**config.mk**
```make
export PLATFORM = sky130hd
export DESIGN_NAME = refclk_guard
export DESIGN_NICKNAME = d
export VERILOG_FILES = /design/src/rtl/refclk_guard_pkg.sv /design/src/rtl/refclk_lock_timer.sv /design/src/rtl/refclk_switch_counter.sv /design/src/rtl/refclk_fallback_pick.sv /design/src/rtl/refclk_guard.sv
export SDC_FILE = /design/constraint.sdc
export NUM_CORES = 1
export LEC_CHECK = 0
export ABC_AREA = 0
export BUFFER_PORTS_ARGS = -buffer_cell sky130_fd_sc_hd__buf_2
export CAP_MARGIN = 25
export CORE_UTILIZATION = 43
export DETAILED_ROUTE_END_ITERATION = 8
export HOLD_SLACK_MARGIN = 0.1
export PLACE_DENSITY_LB_ADDON = 0.05
export SYNTH_ARGS = -nofsm -noshare
export SYNTH_HDL_FRONTEND = slang
export SYNTH_SLANG_ARGS = --single-unit
```
**constraint.sdc**
```tcl
create_clock -name clk -period 3 [get_ports clk]
set_clock_uncertainty 0.2 [all_clocks]
set_input_delay 0.6 -clock clk [delete_from_list [all_inputs] [get_ports clk]]
set_output_delay 0.6 -clock clk [all_outputs]
set_load 0.01 [all_outputs]
```
**src/rtl/refclk_guard_pkg.sv**
```systemverilog
package refclk_guard_pkg;

    typedef enum logic [1:0] {
        REF_A  = 2'b00,
        REF_B  = 2'b01,
        REF_BU = 2'b10
    } ref_e;

    // Request decode; the unused code falls back to the primary.
    function automatic ref_e decode_want(input logic hi, input logic lo);
        case ({hi, lo})
            2'b01:   return REF_B;
            2'b10:   return REF_BU;
            default: return REF_A;
        endcase
    endfunction

    typedef struct packed {
        ref_e sel;
        logic started;
        logic hold;
        ref_e want_prev;
    } guard_st_t;

endpackage

```
**src/rtl/refclk_lock_timer.sv**
```systemverilog
module refclk_lock_timer #(
    parameter int unsigned TIMEOUT = 1000
) (
    input  logic clk,
    input  logic rst_n,
    input  logic load,
    output logic busy
);
    localparam int unsigned CW = $clog2(TIMEOUT + 1);
    localparam logic [CW-1:0] START = CW'(TIMEOUT);

    typedef struct packed {
        logic [CW-1:0] left;
    } tmr_t;

    tmr_t tm_d, tm_q;

    always_comb begin
        tm_d = tm_q;
        if (load) begin
            tm_d.left = START;
        end else if (tm_q.left != '0) begin
            tm_d.left = tm_q.left - 1'b1;
        end
    end

    always_ff @(posedge clk or negedge rst_n) begin
        if (!rst_n) tm_q <= '0;
        else        tm_q <= tm_d;
    end

    assign busy = (tm_q.left != '0);


    load_busy_chk: assert property (@(posedge clk) disable iff (!rst_n)
        load |=> busy);

endmodule

```
**src/rtl/refclk_switch_counter.sv**
```systemverilog
module refclk_switch_counter #(
    parameter int unsigned LIMIT = 3
) (
    input  logic clk,
    input  logic rst_n,
    input  logic clr_n,
    input  logic bump,
    input  logic deny,
    output logic at_limit,
    output logic over
);
    localparam int unsigned W = $clog2(LIMIT + 2);
    localparam logic [W-1:0] TOP  = W'(LIMIT);
    localparam logic [W-1:0] PAST = W'(LIMIT + 1);

    typedef struct packed {
        logic [W-1:0] n;
    } cnt_t;

    cnt_t c_d, c_q;

    always_comb begin
        c_d = c_q;
        if (!clr_n) begin
            c_d.n = '0;
        end else if (deny) begin
            c_d.n = PAST;
        end else if (bump && (c_q.n < TOP)) begin
            c_d.n = c_q.n + 1'b1;
        end
    end

    always_ff @(posedge clk or negedge rst_n) begin
        if (!rst_n) c_q <= '0;
        else        c_q <= c_d;
    end

    assign at_limit = (c_q.n >= TOP);
    assign over     = (c_q.n > TOP);


    deny_sets_over_chk: assert property (@(posedge clk) disable iff (!rst_n)
        (deny && clr_n) |=> over);


    clear_drops_over_chk: assert property (@(posedge clk) disable iff (!rst_n)
        !clr_n |=> !over);

endmodule

```
**src/rtl/refclk_fallback_pick.sv**
```systemverilog
module refclk_fallback_pick
    import refclk_guard_pkg::*;
(
    input  ref_e       cur_ref,
    input  logic [2:0] present,
    output logic       found,
    output ref_e       pick
);
    // Index order doubles as priority: A, then B, then BU.
    always_comb begin
        found = 1'b0;
        pick  = REF_A;
        for (int i = 0; i < 3; i++) begin
            if (!found && (2'(i) != cur_ref) && present[i]) begin
                found = 1'b1;
                pick  = ref_e'(2'(i));
            end
        end
    end

endmodule

```
**src/rtl/refclk_guard.sv**
```systemverilog
module refclk_guard
    import refclk_guard_pkg::*;
#(
    parameter int unsigned TIMEOUT      = 1000,
    parameter int unsigned SWITCH_LIMIT = 3
) (
    input  logic       clk,
    input  logic       rst_n,
    input  logic       want_hi,
    input  logic       want_lo,
    input  logic       los_a,
    input  logic       los_b,
    input  logic       los_bu,
    input  logic       auto_mode,
    input  logic       revert_en,
    input  logic       squelch_en,
    input  logic       lockout_en,
    input  logic       force_sw,
    input  logic       lock_clr_n,
    output logic [1:0] sel_code,
    output logic       squelch,
    output logic       irq_switching,
    output logic       irq_inconsistent,
    output logic       irq_lockout
);
    guard_st_t st_d, st_q;

    ref_e       want;
    logic [2:0] present;
    logic       busy, at_limit, over, lock_block;
    logic       fb_found;
    ref_e       fb_pick;
    logic       cand_ok, cand_fb, sq_pick, arm, bump, deny;
    ref_e       cand;

    assign want       = decode_want(want_hi, want_lo);
    assign present    = ~{los_bu, los_b, los_a};
    assign lock_block = lockout_en && at_limit;

    refclk_fallback_pick u_pick (
        .cur_ref (st_q.sel),
        .present (present),
        .found   (fb_found),
        .pick    (fb_pick)
    );

    refclk_lock_timer #(.TIMEOUT(TIMEOUT)) u_timer (
        .clk   (clk),
        .rst_n (rst_n),
        .load  (arm),
        .busy  (busy)
    );

    refclk_switch_counter #(.LIMIT(SWITCH_LIMIT)) u_count (
        .clk      (clk),
        .rst_n    (rst_n),
        .clr_n    (lock_clr_n),
        .bump     (bump),
        .deny     (deny),
        .at_limit (at_limit),
        .over     (over)
    );

    always_comb begin
        st_d    = st_q;
        cand_ok = 1'b0;
        cand    = st_q.sel;
        cand_fb = 1'b0;
        sq_pick = 1'b0;
        arm     = 1'b0;
        bump    = 1'b0;
        deny    = 1'b0;

        if (!st_q.started) begin
            st_d.started = 1'b1;
            if (present[REF_A]) begin
                arm = 1'b1;
            end else if (present[want]) begin
                cand_ok = 1'b1;
                cand    = want;
            end else if (auto_mode) begin
                cand_ok = fb_found;
                cand    = fb_pick;
                cand_fb = 1'b1;
            end else if (squelch_en) begin
                sq_pick = 1'b1;
            end
        end else if (force_sw) begin
            if (want != st_q.sel) begin
                cand_ok = 1'b1;
                cand    = want;
            end
        end else if (auto_mode) begin
            if (!present[st_q.sel]) begin
                cand_ok = fb_found;
                cand    = fb_pick;
                cand_fb = 1'b1;
            end else if ((want != st_q.sel) && !busy && present[want]
                         && (!st_q.hold || revert_en)) begin
                cand_ok = 1'b1;
                cand    = want;
            end
        end else begin
            if ((want != st_q.sel) && !busy && present[want]) begin
                cand_ok = 1'b1;
                cand    = want;
            end
        end

        if (want != st_q.want_prev) st_d.hold = 1'b0;
        st_d.want_prev = want;

        if (cand_ok) begin
            if (lock_block) begin
                deny = 1'b1;
            end else begin
                st_d.sel  = cand;
                st_d.hold = cand_fb;
                bump      = 1'b1;
                arm       = 1'b1;
            end
        end

        if (sq_pick) st_d.sel = want;
    end

    always_ff @(posedge clk or negedge rst_n) begin
        if (!rst_n) begin
            st_q <= '{sel: REF_A, started: 1'b0, hold: 1'b0, want_prev: REF_A};
        end else begin
            st_q <= st_d;
        end
    end

    assign sel_code         = st_q.sel;
    assign irq_switching    = busy;
    assign irq_lockout      = over;
    assign irq_inconsistent = (st_q.sel != want) || over;
    assign squelch          = squelch_en && (!present[st_q.sel] || force_sw);


    sel_code_legal_chk: assert property (@(posedge clk) disable iff (!rst_n)
        sel_code != 2'b11);


    lockout_hold_chk: assert property (@(posedge clk) disable iff (!rst_n)
        (lockout_en && at_limit) |=> $stable(st_q.sel));


    manual_wait_chk: assert property (@(posedge clk) disable iff (!rst_n)
        (st_q.started && !auto_mode && !force_sw && busy) |=> $stable(st_q.sel));


    switch_arms_chk: assert property (@(posedge clk) disable iff (!rst_n)
        ((st_d.sel != st_q.sel) && !sq_pick) |=> irq_switching);


    auto_fallback_chk: assert property (@(posedge clk) disable iff (!rst_n)
        (st_q.started && auto_mode && !force_sw && !present[st_q.sel]
         && fb_found && !lock_block) |=> (st_q.sel != $past(st_q.sel)));

endmodule

```
==> summary.md <==
| Metric | Value |
|---|---|
| WL/cell | `13.57 µm` |
| Drt first pass iters | `4` |
| Num CTS Buffers | `3` |
| Yosys warnings | `0` |
| Area of the die | `0.003876 mm²` |
| Non-filler cells, final | `241` |
| Distinct cells, synth | `58` |
| Met1 Wirelength | `1.659 mm` |
| Post-route minimum period | `2.742 ns` |
| Vias in the first global route | `1295` |
| Number of max-cap violations | `0` |
| Core area | `0.003416 mm²` |
| Post-Syn Nets | `196` |
| Crit path max fanout | `8` |
| Ys flop type | `dfrtp_1` |
| Worst Max-Slew Pin Slew | `0.5214 ns` |
| Clk slew on worst S/H paths | `0.10 ns` |
| Clock latency on the worst-skew pair | `0.29 ns` |
| Hpwl dp | `2.495 mm` |
| Metal2 WL | `1.438 mm` |
| Tcrit/Tclk final | `91.40%` |
| Post-layout nets | `213` |
| Layout cells sized above 1 | `17.44%` |
| Post-route ant nets | `0` |
| Highest Signal Layer | `met4` |
| Pin count of the biggest net entering global routing | `20` |
| Met3 wire length | `120 µm` |
| H-tree depth | `1` |
| Clk buf depth | `2` |
| Final WL | `3.270 mm` |
| Number of core rows | `21` |
| Final core area utilization | `49.71%` |
| WP buf/inv | `1` |
| Most frequent cells in the layout | `nand2_1, dfrtp_1, buf_2, a21oi_1, nor2_1` |
| Pre-CTS setup slack | `0.2407 ns` |
| GP Congestion | `0.8518` |
| Top delay family on crit path | `compound AO/OA/AOI/OAI gates` |
| Die height | `62.26 µm` |
| Post-Synthesis Cells | `179` |
| CP startpoint | `u_timer.tm_q[0]` |
| Die width | `62.26 µm` |
| Post-CTS setup buffer count | `0` |
| HP Class | `reg2reg` |
| Slowest stage delay, CP | `0.44 ns` |
| Worst EP required | `2.99 ns` |
| Io pins | `19` |
| Final Hold Viols | `0` |
| Setup_tns | `0 ns` |
| Critical path data arrival time | `2.73 ns` |
| Initial antenna violation count | `0` |
| PnR worst setup slack | `0.2581 ns` |
| VDD IR max | `0.2822 mV` |
| DR iter-0 viols | `81` |
| #FFs+latches synth | `19` |
| TritonCTS clock tree | `built` |
| Power, Total | `1.053 mW` |
| Antenna cells | `0` |
| Max_slew headroom | `65.01%` |
| Final setup viols | `0` |
| Placed Cells | `236` |
| Asr flop ratio synth | `100.0%` |
| First-pass GRT wire length | `5.927 mm` |
| Peak Freq | `364.7 MHz` |
| # DRC | `0` |
| R2R Path Start | `u_timer.tm_q[0]` |
| Starting Density | `45.71%` |
| CTS Sinks | `19` |
| Synth-to-Final Area Change | `8.734%` |
| EDFF count, synth | `0` |
| Commonest non-fill, non-tap cell in the layout | `nand2_1` |
| GRT overflow | `0` |
| Sequential share of the synthesized area | `30.45%` |
| Max stage delay cell, worst path | `o32a_1` |
| Vias | `1350` |
| Startpoint Class | `flop` |
| RSZ-0062 raised after global routing | `false` |
| CTS root buffer | `clkbuf_4` |
| Vias/cell | `5.602` |
| P per Cell Area | `619.9 mW/mm²` |
| Critical path type | `reg2reg` |
| CP Cell Sequence | `inv_1 -> ha_1 -> nor4b_1 -> nand3b_2 -> a21oi_1 -> o22ai_2 -> o32a_1 -> a221oi_2` |
| Gr usage total | `18.55%` |
| PortBufs | `18` |
| HP Start | `u_timer.tm_q[6]` |
| Synth Cell Area | `0.001561 mm²` |
| Status | `complete, no violations` |
| Avg Inst Size Synth | `8.723 µm²` |
| Worst Setup End Kind | `flop` |
| P_leak | `0.7203 nW` |
| Slew Limit Fails | `0` |
-- layer usage --
metal  vias to the layer above  global-route usage [%]
met4                         0                   6.395
met5                         -                       0
met2                        35                   29.12
li1                        684                       -
met3                         6                   2.022
met1                       625                   26.45
-- power breakdown --
group	total, mW	internal (mW)	switching, mW
registers	0.397	0.311	0.0865
logic	0.531	0.248	0.282
clock network	0.125	0.0517	0.0728
-- final cells by class --
type / count / area [µm²]
timing repair buffer: 21 / 115.1
multi-input combinational: 141 / 985.9
clock buffer: 4 / 26.28
fill: 337 / 1718
tap: 46 / 57.56
inverter: 10 / 37.54
sequential: 19 / 475.5
-- kinds of logic (layout without fill, tap and decap cells) --
| group | Yosys count | count (layout) | share of synthesized area, % |
|---|---|---|---|
| other | 1 | 1 | 0.2402 |
| AO/OA/AOI/OAI | 53 | 53 | 26.20 |
| AND/OR/NAND/NOR | 67 | 67 | 23.64 |
| flip-flops | 19 | 19 | 30.45 |
| multiplexers | 8 | 8 | 5.369 |
| adder cells (fa/ha/maj) | 4 | 4 | 3.205 |
| buffers and inverters | 19 | 35 | 6.410 |
| XOR/XNOR | 8 | 8 | 4.487 |
-- flip-flops by register name (all words and copies together), names as in the netlist --
name	cells
sel_code	2
st_q	4
u_count.c_q	3
u_timer.tm_q	10
-- tightest hold or removal path, delay by kind of cell, from the launching register on --
family,cells,cell delay [ns]
xor+xnor,1,0.08
flops,1,0.39
simple gates,1,0.06
-- cell usage after synthesis (3+ instances only) --
master | number | area, µm²
a21oi_1 | 12 | 60.06
xnor2_1 | 4 | 35.03
nor3_1 | 4 | 20.02
nor2_1 | 9 | 33.78
mux2i_1 | 7 | 70.07
o21ai_0 | 6 | 30.03
or2_2 | 3 | 18.77
buf_4 | 5 | 37.54
nand3_1 | 3 | 15.01
nor2b_1 | 5 | 31.28
nand2_1 | 20 | 75.07
dfrtp_1 | 19 | 475.5
xor2_1 | 4 | 35.03
nand2b_1 | 7 | 43.79
and2_1 | 6 | 37.54
inv_1 | 8 | 30.03
ha_1 | 4 | 50.05
-- final timing paths --
kind                                   endpoint  slack [ns]  depth (start not counted)
worst max-delay path                sel_code[1]        0.26                          8
worst max register to register      sel_code[1]        0.26                          8
worst min register to register  u_timer.tm_q[6]        0.36                          2
min in group asynchronous       u_timer.tm_q[2]        0.56                          2
worst min-delay path            u_timer.tm_q[6]        0.36                          2
max in group asynchronous               st_q[0]        1.74                          2
-- through the flow --
step                hold WS, ns  area (µm²)
floorplan                0.1044        1562
global placement         0.3200        1662
detailed placement       0.3251        1662
CTS                      0.3534        1698
global route             0.3757        1698
finish                   0.3557        1698
-- repair_timing --
item | CTS | global route
endpoints found under the hold margin | 19 | 0
hold buffers | 1 | 0
resized for setup | 0 | 0
No activity file was read; power rests on OpenSTA's default activity.
